[src/rtl/hdlc_rx_pkg.sv]
package hdlc_rx_pkg;
  localparam int BYTE_W = 8;

  typedef struct packed {
    logic [BYTE_W-1:0] data;
    logic              eof;
    logic              abort;
    logic              rel;    // released: may leave toward the sink
  } hold_ent_t;
endpackage

[src/rtl/hdlc_bit_decoder.sv]
module hdlc_bit_decoder
  import hdlc_rx_pkg::*;
#(
  parameter int STUFF_RUN = 5
) (
  input  logic              clk,
  input  logic              rst,
  input  logic              en,
  input  logic              bit_valid,
  input  logic              bit_in,
  output logic              byte_vld,
  output logic [BYTE_W-1:0] byte_data,
  output logic              close_evt,
  output logic              abort_evt
);
  localparam int FLAG_RUN  = STUFF_RUN + 1;
  localparam int ABORT_RUN = STUFF_RUN + 2;
  localparam int RUN_W     = $clog2(ABORT_RUN + 1);
  localparam int CNT_W     = $clog2(BYTE_W);

  logic [RUN_W-1:0]  ones;
  logic              in_frame;
  logic [BYTE_W-1:0] shreg;
  logic [CNT_W-1:0]  bcnt;

  always_ff @(posedge clk) begin
    if (rst || !en) begin
      ones      <= '0;
      in_frame  <= 1'b0;
      shreg     <= '0;
      bcnt      <= '0;
      byte_vld  <= 1'b0;
      byte_data <= '0;
      close_evt <= 1'b0;
      abort_evt <= 1'b0;
    end else begin
      byte_vld  <= 1'b0;
      close_evt <= 1'b0;
      abort_evt <= 1'b0;
      if (bit_valid) begin
        if (bit_in) begin
          if (ones != RUN_W'(ABORT_RUN)) ones <= ones + 1'b1;
          if (in_frame) begin
            if (ones == RUN_W'(ABORT_RUN - 1)) begin
              abort_evt <= 1'b1;
              in_frame  <= 1'b0;
              shreg     <= '0;
              bcnt      <= '0;
            end else begin
              shreg <= {1'b1, shreg[BYTE_W-1:1]};
              if (bcnt == CNT_W'(BYTE_W - 1)) begin
                byte_vld  <= 1'b1;
                byte_data <= {1'b1, shreg[BYTE_W-1:1]};
                bcnt      <= '0;
              end else begin
                bcnt <= bcnt + 1'b1;
              end
            end
          end
        end else begin
          ones <= '0;
          if (ones == RUN_W'(FLAG_RUN)) begin
            close_evt <= in_frame;
            in_frame  <= 1'b1;
            shreg     <= '0;
            bcnt      <= '0;
          end else if (in_frame && ones != RUN_W'(STUFF_RUN)) begin
            shreg <= {1'b0, shreg[BYTE_W-1:1]};
            if (bcnt == CNT_W'(BYTE_W - 1)) begin
              byte_vld  <= 1'b1;
              byte_data <= {1'b0, shreg[BYTE_W-1:1]};
              bcnt      <= '0;
            end else begin
              bcnt <= bcnt + 1'b1;
            end
          end
        end
      end
    end
  end
endmodule

[src/rtl/hdlc_hold_queue.sv]
module hdlc_hold_queue
  import hdlc_rx_pkg::*;
#(
  parameter int DEPTH = 4,
  parameter int HOLD  = 2
) (
  input  logic              clk,
  input  logic              rst,
  input  logic              en,
  input  logic              byte_vld,
  input  logic [BYTE_W-1:0] byte_data,
  input  logic              close_evt,
  input  logic              abort_evt,
  input  logic              out_ready,
  output logic              out_valid,
  output logic [BYTE_W-1:0] out_data,
  output logic              out_eof,
  output logic              out_abort
);
  localparam int CW = $clog2(DEPTH + 1);

  hold_ent_t       q  [DEPTH];
  hold_ent_t       qn [DEPTH];
  logic [CW-1:0]   cnt;
  logic [CW-1:0]   cn;
  logic            pop;
  logic            dropped;

  assign out_valid = (cnt != '0) && q[0].rel;
  assign out_data  = q[0].data;
  assign out_eof   = q[0].eof;
  assign out_abort = q[0].abort;
  assign pop       = out_valid && out_ready;

  always_comb begin
    qn      = q;
    cn      = cnt;
    dropped = 1'b0;
    if (pop) begin
      for (int i = 0; i < DEPTH - 1; i++) qn[i] = q[i+1];
      qn[DEPTH-1] = '0;
      cn = cnt - 1'b1;
    end
    if (byte_vld) begin
      for (int i = 0; i < DEPTH; i++)
        if (i + HOLD == int'(cn)) qn[i].rel = 1'b1;
      if (int'(cn) != DEPTH) begin
        for (int i = 0; i < DEPTH; i++)
          if (i == int'(cn)) qn[i] = '{data: byte_data, eof: 1'b0, abort: 1'b0, rel: 1'b0};
        cn = cn + 1'b1;
      end
    end else if (close_evt) begin
      for (int i = 0; i < DEPTH; i++) begin
        if (i + 1 == int'(cn) && !qn[i].rel) qn[i].eof = 1'b1;
        if (i < int'(cn)) qn[i].rel = 1'b1;
      end
    end else if (abort_evt) begin
      for (int i = 0; i < DEPTH; i++)
        if (i + 1 == int'(cn) && !qn[i].rel) begin
          qn[i]   = '0;
          dropped = 1'b1;
        end
      if (dropped) cn = cn - 1'b1;
      for (int i = 0; i < DEPTH; i++)
        if (dropped && i + 1 == int'(cn) && !qn[i].rel) begin
          qn[i].rel   = 1'b1;
          qn[i].eof   = 1'b1;
          qn[i].abort = 1'b1;
        end
    end
  end

  always_ff @(posedge clk) begin
    if (rst || !en) begin
      cnt <= '0;
      for (int i = 0; i < DEPTH; i++) q[i] <= '0;
    end else begin
      cnt <= cn;
      for (int i = 0; i < DEPTH; i++) q[i] <= qn[i];
    end
  end
endmodule

[src/rtl/hdlc_rx_deframer.sv]
module hdlc_rx_deframer
  import hdlc_rx_pkg::*;
#(
  parameter int STUFF_RUN = 5,
  parameter int Q_DEPTH   = 4,
  parameter int HOLD      = 2
) (
  input  logic              clk,
  input  logic              rst,
  input  logic              rx_en,
  input  logic              bit_valid,
  input  logic              bit_in,
  input  logic              out_ready,
  output logic              out_valid,
  output logic [BYTE_W-1:0] out_data,
  output logic              out_eof,
  output logic              out_abort,
  output logic              abort_irq
);
  logic              byte_vld;
  logic [BYTE_W-1:0] byte_data;
  logic              close_evt;
  logic              abort_evt;

  hdlc_bit_decoder #(.STUFF_RUN(STUFF_RUN)) u_dec (
    .clk       (clk),
    .rst       (rst),
    .en        (rx_en),
    .bit_valid (bit_valid),
    .bit_in    (bit_in),
    .byte_vld  (byte_vld),
    .byte_data (byte_data),
    .close_evt (close_evt),
    .abort_evt (abort_evt)
  );

  hdlc_hold_queue #(.DEPTH(Q_DEPTH), .HOLD(HOLD)) u_hold (
    .clk       (clk),
    .rst       (rst),
    .en        (rx_en),
    .byte_vld  (byte_vld),
    .byte_data (byte_data),
    .close_evt (close_evt),
    .abort_evt (abort_evt),
    .out_ready (out_ready),
    .out_valid (out_valid),
    .out_data  (out_data),
    .out_eof   (out_eof),
    .out_abort (out_abort)
  );

  assign abort_irq = abort_evt;
endmodule

[config.mk]
export PLATFORM = sky130hd
export DESIGN_NAME = hdlc_rx_deframer
export DESIGN_NICKNAME = d
export VERILOG_FILES = /design/src/rtl/hdlc_rx_pkg.sv /design/src/rtl/hdlc_bit_decoder.sv /design/src/rtl/hdlc_hold_queue.sv /design/src/rtl/hdlc_rx_deframer.sv
export SDC_FILE = /design/constraint.sdc
export NUM_CORES = 1
export LEC_CHECK = 0
export BUFFER_PORTS_ARGS = -buffer_cell sky130_fd_sc_hd__buf_2
export CELL_PAD_IN_SITES_DETAIL_PLACEMENT = 0
export CELL_PAD_IN_SITES_GLOBAL_PLACEMENT = 1
export CORE_MARGIN = 2
export CORE_UTILIZATION = 47
export DETAILED_ROUTE_END_ITERATION = 8
export GPL_ROUTABILITY_DRIVEN = 0
export PLACE_DENSITY = 0.75
export SYNTH_ARGS = -nofsm -noshare
export SYNTH_HDL_FRONTEND = slang
export SYNTH_SLANG_ARGS = --single-unit
[constraint.sdc]
create_clock -name clk -period 4.8 [get_ports clk]
set_clock_uncertainty 0.2 [all_clocks]
set_input_delay 0.48 -clock clk [delete_from_list [all_inputs] [get_ports clk]]
set_output_delay 0.48 -clock clk [all_outputs]
set_load 0.02 [all_outputs]
==> results of run 1 <==
routing by layer:
layer	part of all wire [%]	GRT usage, %
met1	46	29.7
met2	48	36.5
met3	3.7	3.94
met4	2.8	11.0
met5	0	0
through the flow:
step,instances,instance area (um2)
floorplan,479,4150
global placement,571,4220
detailed placement,571,4220
CTS,587,4430
global route,587,4430
finish,587,4430
cells by family after synthesis:
kind of cell | count (synthesis)
flops | 72
compound gates | 126
fa+ha+maj | 12
simple gates | 177
buf+inv | 49
xor+xnor | 1
mux | 42
state kept, by name, indices dropped and copies added, names as in the netlist, 3 cells and up:
signal and flops:
u_dec.byte_data 8, u_hold.q 34, u_dec.bcnt 3, u_dec.shreg 7
u_dec.ones 3, u_hold.out_data 8, u_hold.cnt 3
layout by cell type, fill, tap and decap left out, drive strengths merged, types with 7 or more instances in the layout:
master / count
ha: 12
o22a: 23
inv: 11
mux2i: 35
nand3: 16
a21oi: 25
nand2: 55
dfxtp: 72
a22oi: 10
buf: 22
nor2: 54
and2: 8
a22o: 10
clkbuf: 9
mux2: 7
o21ai: 16
area by class of cell:
cell class                      instances  area [um2]  area share (%)
Timing Repair Buffer                   22         123            2.77
Sequential cell                        72        1440            32.5
Tap cell                              108         135            3.05
Multi-Input combinational cell        358        2470            55.8
Inverter                               11        41.3           0.931
Clock buffer                            9         124            2.79
Clock inverter                          7        93.8            2.12
worst max-delay path: stages (launching register included):
cell and delay (ps):
dfxtp_1 330, inv_1 200, ha_1 350, nor2b_1 170, buf_4 180, nor2_4 60, xnor2_2 310, inv_1 210
ha_1 320, or4b_1 230, mux2i_4 100, nor4_4 350, o211ai_2 300, or3b_1 420, a31oi_1 150
report_power, final:
part | internal (W) | switching, W | leakage (nW)
clock | 0.000293 | 0.000246 | 0.106
combinational | 0.00000543 | 0.0000163 | 0.941
sequential | 0.000597 | 0.000000387 | 0.580
total | 0.000895 | 0.000263 | 1.63
worst min path at each step:
stage	start	to	slack, ps	depth (start not counted)
6_report	bit_in	u_dec.close_evt$_SDFF_PP0_	160	2
5_1_grt	bit_in	u_dec.close_evt$_SDFF_PP0_	150	2
4_1_cts	bit_in	u_dec.close_evt$_SDFF_PP0_	140	2
3_5_place_dp	u_dec.bcnt[1]$_SDFFE_PP0P_	u_dec.bcnt[1]$_SDFFE_PP0P_	250	2
3_3_place_gp	u_dec.bcnt[2]$_SDFFE_PP0P_	u_dec.bcnt[2]$_SDFFE_PP0P_	240	2
2_1_floorplan	u_dec.shreg[1]$_SDFFE_PP0P_	u_dec.shreg[1]$_SDFFE_PP0P_	230	2
==> out/summary.txt, run 1 <==
status: complete, no violations
RSZ-0062 raised after global routing: no
Via density: 6.09
Post-Synth Adder-Cell Area: 3.62%
final hold violations: 0
Worst slew margin: 39.8%
post-synthesis mux area share: 10.8%
ranking of synthesized cells by area: dfxtp_1 35%, mux2i_1 8.2%, nand2_1 4.9%, o22a_1 4.9%, nor2_1 4.8%
Ports: 18
Die W: 98.0 um
DIE HEIGHT: 98.0 um
root buf cell: clkbuf_8
Final Util: 51.3%
number of global-route vias before repair: 3489
Hold Worst Slack: 159 ps
first-pass GRT wire length: 17700 um
synthesized area: 4150 um2
Lkg Pwr: 1.63 nW
Critical path origin: u_hold.cnt[0]$_SDFF_PP0_
count leader, synth: dfxtp_1
fill count: 891
Final min period: 3960 ps
postcts setup bufs: 0
CTS tree: yes
setup violators final: 0
global route overflow: 0
Power Dens Cells: 261 nW/um2
Synth async-reset ratio: 0%
Critical Path Sink Type: flop
Total GRT Usage: 22.7%
Initial Util: 48.1%
CORE AREA: 8640 um2
clk slew on worst S/H paths: 90 ps
final wirelength: 10400 um
Data required, critical path: 4880 ps
Syn Nets: 497
Critical Path Start Type: flop
fraction of layout instances using a drive strength above 1: 13.4%
Synth Area in Simple Gates: 21.3%
dpl hpwl: 7110 um
largest family of logic cells by synthesized area: compound AO/OA/AOI/OAI gates
post-CTS resize count: 0
average size of a mapped cell: 8.67 um2
Post-Route Setup TNS: 0 ps
Seq cells post-synth: 72
clk_lat worst skew: 360 ps
antenna cells: 0
Synth Area in Compound Gates: 23.4%
Ys Warns: 0
# hold bufs at CTS: 0
Clock Path Buffers: 2
Critical Setup Path Class: reg2reg
DR iter-0 viols: 167
Distinct cells, synth: 70
die area: 9600 um2
synth-to-layout area growth: 6.75%
# rows: 34
reg2reg start: u_hold.cnt[0]$_SDFF_PP0_
post-synthesis sequential area ratio: 34.7%
Post-synth EDFFs: 0
pre-CTS setup slack: 907 ps
TritonRoute pass-1 iters: 5
max-slew violation count: 0
antenna violations before repair: 0
Max Cap Violations: 0
Routed WL per cell: 17.7 um
top_reg_cell synth: dfxtp_1
largest area contributor in the netlist: dfxtp_1
fmax: 0.253 GHz
Nets: 492
Worst Hold Class: in2reg
Final Cycle Share: 82.4%
Worst R2R Path Depth: 14
Max VDD drop: 0.172 mV
top-area cell type share of the netlist area: 34.7%
crit path to: u_hold.cnt[1]$_SDFF_PP0_
final worst slack: 845 ps
reg-to-reg endpoint: u_hold.cnt[1]$_SDFF_PP0_
IO Port Bufs: 17
number of buffers created by CTS: 9
top cells by count, synth: 72 x dfxtp_1, 54 x nand2_1, 53 x nor2_1
r2r setup slk: 840 ps
ANT nets after route: 0
DRC: 0
Critical Path Fanout Max: 11
largest net degree at the start of global routing: 35
Post-Synth XOR/XNOR Area: 0.392%
crit path DAT: 4030 ps
Synth Instances: 479
worst-margin pin slew: 901 ps
Total Power: 0.00116 W
H-tree depth: 3
clock sink total: 72
Vias: 3576
No activity file was read; power rests on OpenSTA's default activity.
==> run 2, diff against run 1 <==
==> constraint.sdc (replaced) <==
create_clock -name clk -period 4 [get_ports clk]
set_clock_uncertainty 0.2 [all_clocks]
set_input_delay 0.4 -clock clk [delete_from_list [all_inputs] [get_ports clk]]
set_output_delay 0.4 -clock clk [all_outputs]
set_load 0.02 [all_outputs]
==> run 2 against run 1 <==
- non-clock buffer count rose by 6
- clock power rose by 34%
- cell area rose by 1.9%
- hold slack got worse by 82 ps
- flip-flop and latch count did not move
- via count fell by 0.81%
- final cell count rose by 1.0%
- power rose by 26%
- sequential power rose by 20%
==> out/summary.txt, run 2 (same netlist as run 1, synthesis figures left out) <==
status: complete, no violations
Max Cap Violations: 0 (unchanged)
worst hold path endpoint: u_dec.close_evt$_SDFF_PP0_
CP max-delay cell: nor4_4
DR iter-0 viols: 159 (-4.8%)
final wirelength: 10300 um (-1.1%)
Vias: 3547 (-0.81%)
final hold violations: 0 (unchanged)
r2r setup slk: 250 ps (-600 ps)
max reg flops: 34 (unchanged)
number of buffers created by CTS: 9 (unchanged)
Final Non-Filler Cells: 593 (+1.0%)
first-pass GRT wire length: 17400 um (-1.6%)
WP depth: 13 (-1)
DRC: 0 (unchanged)
IO Port Bufs: 17 (unchanged)
ANT nets after route: 0 (unchanged)
Hold Startpoint: bit_in
CTS tree: yes
Final min period: 3750 ps (-204 ps)
largest net degree at the start of global routing: 44 (+26%)
Critical Path Sink Type: flop
setup violators final: 0 (unchanged)
most frequent cells in the layout: 72 x dfxtp_1, 54 x nand2_1, 53 x nor2_1
worst-margin pin slew: 949 ps (+47.8 ps)
Worst Hold Class: in2reg
Worst path max stage delay: 430 ps (about the same)
CORE AREA: 8640 um2 (unchanged)
clock sink total: 72 (unchanged)
Max VDD drop: 0.224 mV (+30%)
Worst R2R Path Depth: 13 (-1)
TritonRoute pass-1 iters: 5 (unchanged)
antenna violations before repair: 0 (unchanged)
# hold bufs at CTS: 0 (unchanged)
placed cells: 577 (+1.1%)
DIE HEIGHT: 98.0 um (unchanged)
critical path's most frequent cell: ha_1
most common cell after layout, fill and taps aside: dfxtp_1
Top delay family on crit path: simple AND/OR/NAND/NOR gates
antenna cells: 0 (unchanged)
number of global-route vias before repair: 3480 (-0.26%)
Clock Path Buffers: 2 (unchanged)
Ports: 18 (unchanged)
max-slew violation count: 0 (unchanged)
root buf cell: clkbuf_8
H-tree depth: 3 (unchanged)
Die W: 98.0 um (unchanged)
Critical Setup Path Class: reg2reg
global route overflow: 0 (unchanged)
area post-placement: 4260 um2 (+1.1%)
Via density: 5.98 (-1.8%)
Routed WL per cell: 17.3 um (-2.1%)
Nets: 498 (+1.2%)
Power Dens Cells: 323 nW/um2 (+24%)
RSZ-0062 raised after global routing: no
CP Buf/Inv Count: 1 (-2)
crit path DAT: 3810 ps (-220 ps)
post-CTS resize count: 0 (unchanged)
die area: 9600 um2 (unchanged)
clk_lat worst skew: 350 ps (about the same)
fmax: 0.267 GHz (+5.4%)
largest reg by FF count: u_hold.q
Critical Path Start Type: flop
Hold Worst Slack: 77.6 ps (-81.6 ps)
synth-to-layout area growth: 8.83%
Worst slew margin: 36.6% (-3.2 points)
Hold Crit Depth: 2 (unchanged)
Total GRT Usage: 22.1% (-0.65 points)
Critical Path Fanout Max: 11 (unchanged)
Data required, critical path: 4060 ps (-820 ps)
reg2reg start: u_hold.cnt[0]$_SDFF_PP0_
# rows: 34 (unchanged)
Initial Util: 48.1% (unchanged)
Final Cycle Share: 93.8% (+11 points)
Final Cell Area: 4520 um2 (+1.9%)
dpl hpwl: 7090 um (-0.33%)
postcts setup bufs: 0 (unchanged)
Cell Chain, Critical Path: inv_1 > ha_1 > nor2b_1 > o21ai_1 > and2_1 > ha_1 > ha_1 > nor2b_1 > a21boi_2 > nor4_4 > o211ai_4 > or3b_1 > a31oi_1
reg-to-reg endpoint: u_hold.cnt[1]$_SDFF_PP0_
Post-Route Setup TNS: 0 ps (unchanged)
fraction of layout instances using a drive strength above 1: 14.4% (+1.1 points)
clk slew on worst S/H paths: 80 ps (about the same)
Final Util: 52.3% (+1.0 points)
Lkg Pwr: 1.67 nW (+2.4%)
-- run 2: layer usage --
layer | vias to the layer above | part of all wire, % | track usage (%)
li1 | 1736 | - | -
met1 | 1698 | 45 | 28.0
met2 | 98 | 48 | 37.7
met3 | 15 | 4.9 | 4.94
met4 | 0 | 1.8 | 6.52
met5 | - | 0 | 0
-- run 2: worst max path at each step --
| stage | slack [ps] | to | start |
|---|---|---|---|
| 6_report | 250 | u_hold.cnt[1]$_SDFF_PP0_ | u_hold.cnt[0]$_SDFF_PP0_ |
| 5_1_grt | 20 | u_hold.cnt[1]$_SDFF_PP0_ | u_hold.cnt[0]$_SDFF_PP0_ |
| 4_1_cts | 210 | u_hold.cnt[1]$_SDFF_PP0_ | u_hold.cnt[0]$_SDFF_PP0_ |
| 3_5_place_dp | 240 | u_hold.cnt[1]$_SDFF_PP0_ | u_hold.cnt[0]$_SDFF_PP0_ |
| 3_3_place_gp | 350 | u_hold.cnt[1]$_SDFF_PP0_ | u_hold.cnt[0]$_SDFF_PP0_ |
| 2_1_floorplan | 540 | u_hold.q[3]$_SDFF_PP0_ | u_hold.cnt[0]$_SDFF_PP0_ |
-- run 2: area by class of cell --
class | count | area, um2
clock buffers | 9 | 124
clock inverters | 7 | 126
fillers | 831 | 4120
inverters | 11 | 41.3
multi-input cells | 358 | 2480
flip-flops and latches | 72 | 1440
well taps | 108 | 135
repair buffers | 28 | 168
-- run 2: metrics by stage --
step | setup WS (ps) | power, W
floorplan | 544 | 0.000750
global placement | 351 | 0.000758
detailed placement | 244 | 0.000759
CTS | 209 | 0.00148
global route | 24.5 | 0.00151
finish | 249 | 0.00146
-- run 2: power breakdown --
part / total [W] / switching (W) / internal [W]
Combinational: 0.0000246 / 0.0000187 / 0.00000585
Clock: 0.000720 / 0.000297 / 0.000423
Sequential: 0.000717 / 0.000000519 / 0.000716
==> run 3, diff against run 2 <==
--- a/config.mk
+++ b/config.mk
@@ -12,6 +12,7 @@
 export CORE_UTILIZATION = 47
 export DETAILED_ROUTE_END_ITERATION = 8
 export GPL_ROUTABILITY_DRIVEN = 0
+export MAX_ROUTING_LAYER = met4
 export PLACE_DENSITY = 0.75
 export SYNTH_ARGS = -nofsm -noshare
 export SYNTH_HDL_FRONTEND = slang
==> constraint.sdc (replaced) <==
create_clock -name clk -period 4 [get_ports clk]
set_clock_uncertainty 0.2 [all_clocks]
set_input_delay 0.4 -clock clk [delete_from_list [all_inputs] [get_ports clk]]
set_output_delay 0.4 -clock clk [all_outputs]
set_load 0.1 [all_outputs]
==> run 3 against run 2 <==
- clock power barely moved
- register-to-register slack got worse by 20 ps
- flip-flop and latch count did not move
- count of clock-buffer cells in the layout did not move
- fmax fell by 0.49%
- utilization did not move
- die area did not move
- global-route usage rose by 0.68 points
- setup slack got worse by 19 ps
- hold slack improved by 2.6 ps
- power fell by 0.11%
==> out/summary.txt, run 3 (same netlist as run 1, synthesis figures left out) <==
status: complete, no violations
Routed WL per cell: 17.3 um (about the same)
critical path's most frequent cell: ha_1
largest net degree at the start of global routing: 44 (unchanged)
ANT nets after route: 0 (unchanged)
Top delay family on crit path: simple AND/OR/NAND/NOR gates
Die W: 98.0 um (unchanged)
DR iter-0 viols: 156 (-1.9%)
fmax: 0.265 GHz (-0.49%)
Total GRT Usage: 22.8% (+0.68 points)
Critical Path Start Type: flop
global route overflow: 0 (unchanged)
r2r setup slk: 230 ps (-20 ps)
dpl hpwl: 7090 um (unchanged)
Max Cap Violations: 0 (unchanged)
Hold Startpoint: bit_in
RSZ-0062 raised after global routing: no
clock sink total: 72 (unchanged)
setup violators final: 0 (unchanged)
worst hold path endpoint: u_dec.close_evt$_SDFF_PP0_
Max VDD drop: 0.224 mV (about the same)
Power Dens Cells: 323 nW/um2 (-0.11%)
IO Port Bufs: 17 (unchanged)
Post-Route Setup TNS: 0 ps (unchanged)
Cell Chain, Critical Path: inv_1 > ha_1 > nor2b_1 > o21ai_1 > and2_1 > ha_1 > ha_1 > nor2b_1 > a21boi_2 > nor4_4 > o211ai_4 > or3b_1 > a31oi_1
fill count: 831 (unchanged)
number of buffers created by CTS: 9 (unchanged)
final wirelength: 10300 um (about the same)
antenna cells: 0 (unchanged)
TritonRoute pass-1 iters: 4 (-1)
Worst R2R Path Depth: 13 (unchanged)
Critical Path Sink Type: flop
H-tree depth: 3 (unchanged)
Final min period: 3770 ps (+18.6 ps)
clk slew on worst S/H paths: 70 ps (about the same)
worst-margin pin slew: 949 ps (+0.586 ps)
DIE HEIGHT: 98.0 um (unchanged)
CORE AREA: 8640 um2 (unchanged)
CP max-delay cell: nor4_4
Lkg Pwr: 1.67 nW (unchanged)
Hold Crit Depth: 2 (unchanged)
antenna violations before repair: 0 (unchanged)
Nets: 498 (unchanged)
Worst Hold Class: in2reg
Total Power: 0.00146 W (-0.11%)
Worst path max stage delay: 430 ps (about the same)
Critical Path Fanout Max: 11 (unchanged)
crit path DAT: 3820 ps (about the same)
most frequent cells in the layout: 72 x dfxtp_1, 54 x nand2_1, 53 x nor2_1
Initial Util: 48.1% (unchanged)
most common cell after layout, fill and taps aside: dfxtp_1
Ports: 18 (unchanged)
CTS tree: yes
Worst slew margin: 36.6% (-0.039 points)
number of global-route vias before repair: 3490 (+0.29%)
largest reg by FF count: u_hold.q
Vias: 3551 (+0.11%)
CP Buf/Inv Count: 1 (unchanged)
DRC: 0 (unchanged)
max-slew violation count: 0 (unchanged)
fraction of layout instances using a drive strength above 1: 14.4% (unchanged)
# rows: 34 (unchanged)
Clock Path Buffers: 2 (unchanged)
max reg flops: 34 (unchanged)
reg-to-reg endpoint: u_hold.cnt[1]$_SDFF_PP0_
Critical Setup Path Class: reg2reg
first-pass GRT wire length: 17400 um (-0.12%)
root buf cell: clkbuf_8
clk_lat worst skew: 350 ps (about the same)
Via density: 5.99 (+0.11%)
synth-to-layout area growth: 8.83% (unchanged)
Data required, critical path: 4050 ps (about the same)
final hold violations: 0 (unchanged)
Final Cycle Share: 94.2% (+0.47 points)
die area: 9600 um2 (unchanged)
reg2reg start: u_hold.cnt[0]$_SDFF_PP0_
run 3: cell counts in the layout (fill, tap and decap cells not counted):
No cell type changed its count.
run 3: power breakdown:
part | internal (W) | switching, W | leakage [nW]
Clock | 0.000423 | 0.000296 | 0.122
Combinational | 0.00000585 | 0.0000187 | 0.964
Sequential | 0.000716 | 0.000000517 | 0.580
run 3: final cells by class:
class                      instances  area (um2)  share of cell area [%]
sequential                        72        1440                    31.9
clock buffer                       9         124                    2.74
tap                              108         135                    2.99
clock inverter                     7         126                    2.80
timing repair buffer              28         168                    3.71
multi-input combinational        358        2480                    55.0
inverter                          11        41.3                   0.914
run 3: repair_timing:
action                     CTS  global route
buffers inserted             0             0
hold buffers                 0             0
gates resized for setup      0             1
setup endpoints to repair    0             1
run 3: per-layer routing:
| layer | wire [um] | share of wire, % | GRT usage, % | vias to the layer above |
|---|---|---|---|---|
| met4 | 155 | 1.5 | 6.52 | 0 |
| met3 | 487 | 4.7 | 4.94 | 12 |
| li1 | - | - | - | 1737 |
| met1 | 4610 | 45 | 28.1 | 1713 |
| met5 | 0 | 0 | - | - |
| met2 | 5010 | 49 | 37.7 | 89 |
run 3: how the worst max path moves through the flow:
stage / start / endpoint / slack (ps) / depth (start not counted)
6_report: u_hold.cnt[0]$_SDFF_PP0_ / u_hold.cnt[1]$_SDFF_PP0_ / 230 / 13
5_1_grt: u_hold.cnt[0]$_SDFF_PP0_ / u_hold.cnt[1]$_SDFF_PP0_ / 20 / 13
4_1_cts: u_hold.cnt[0]$_SDFF_PP0_ / u_hold.cnt[1]$_SDFF_PP0_ / 210 / 13
3_5_place_dp: u_hold.cnt[0]$_SDFF_PP0_ / u_hold.cnt[1]$_SDFF_PP0_ / 240 / 13
3_3_place_gp: u_hold.cnt[0]$_SDFF_PP0_ / u_hold.cnt[1]$_SDFF_PP0_ / 350 / 13
2_1_floorplan: u_hold.cnt[0]$_SDFF_PP0_ / u_hold.q[3]$_SDFF_PP0_ / 540 / 15
run 3: metrics by stage:
| stage | instances | area [um2] | hold WS [ps] | setup slack (ps) | util [%] |
|---|---|---|---|---|---|
| 6_report | 593 | 4520 | 80.1 | 230 | 52.3 |
| 3_3_place_gp | 577 | 4260 | 242 | 351 | 49.3 |
| 5_1_grt | 593 | 4520 | 84.4 | 24.3 | 52.3 |
| 3_5_place_dp | 577 | 4260 | 249 | 244 | 49.3 |
| 2_1_floorplan | 479 | 4150 | 231 | 544 | - |
| 4_1_cts | 593 | 4510 | 63.2 | 209 | 52.2 |
run 3: worst reg2reg max path: stages, from the launching register on:
cell      delay (ps)
dfxtp_1          330
inv_1            210
ha_1             210
nor2b_1          290
o21ai_1          180
and2_1           200
ha_1             200
ha_1             260
nor2b_1          170
a21boi_2         170
nor4_4           430
o211ai_4         230
or3b_1           400
a31oi_1          190
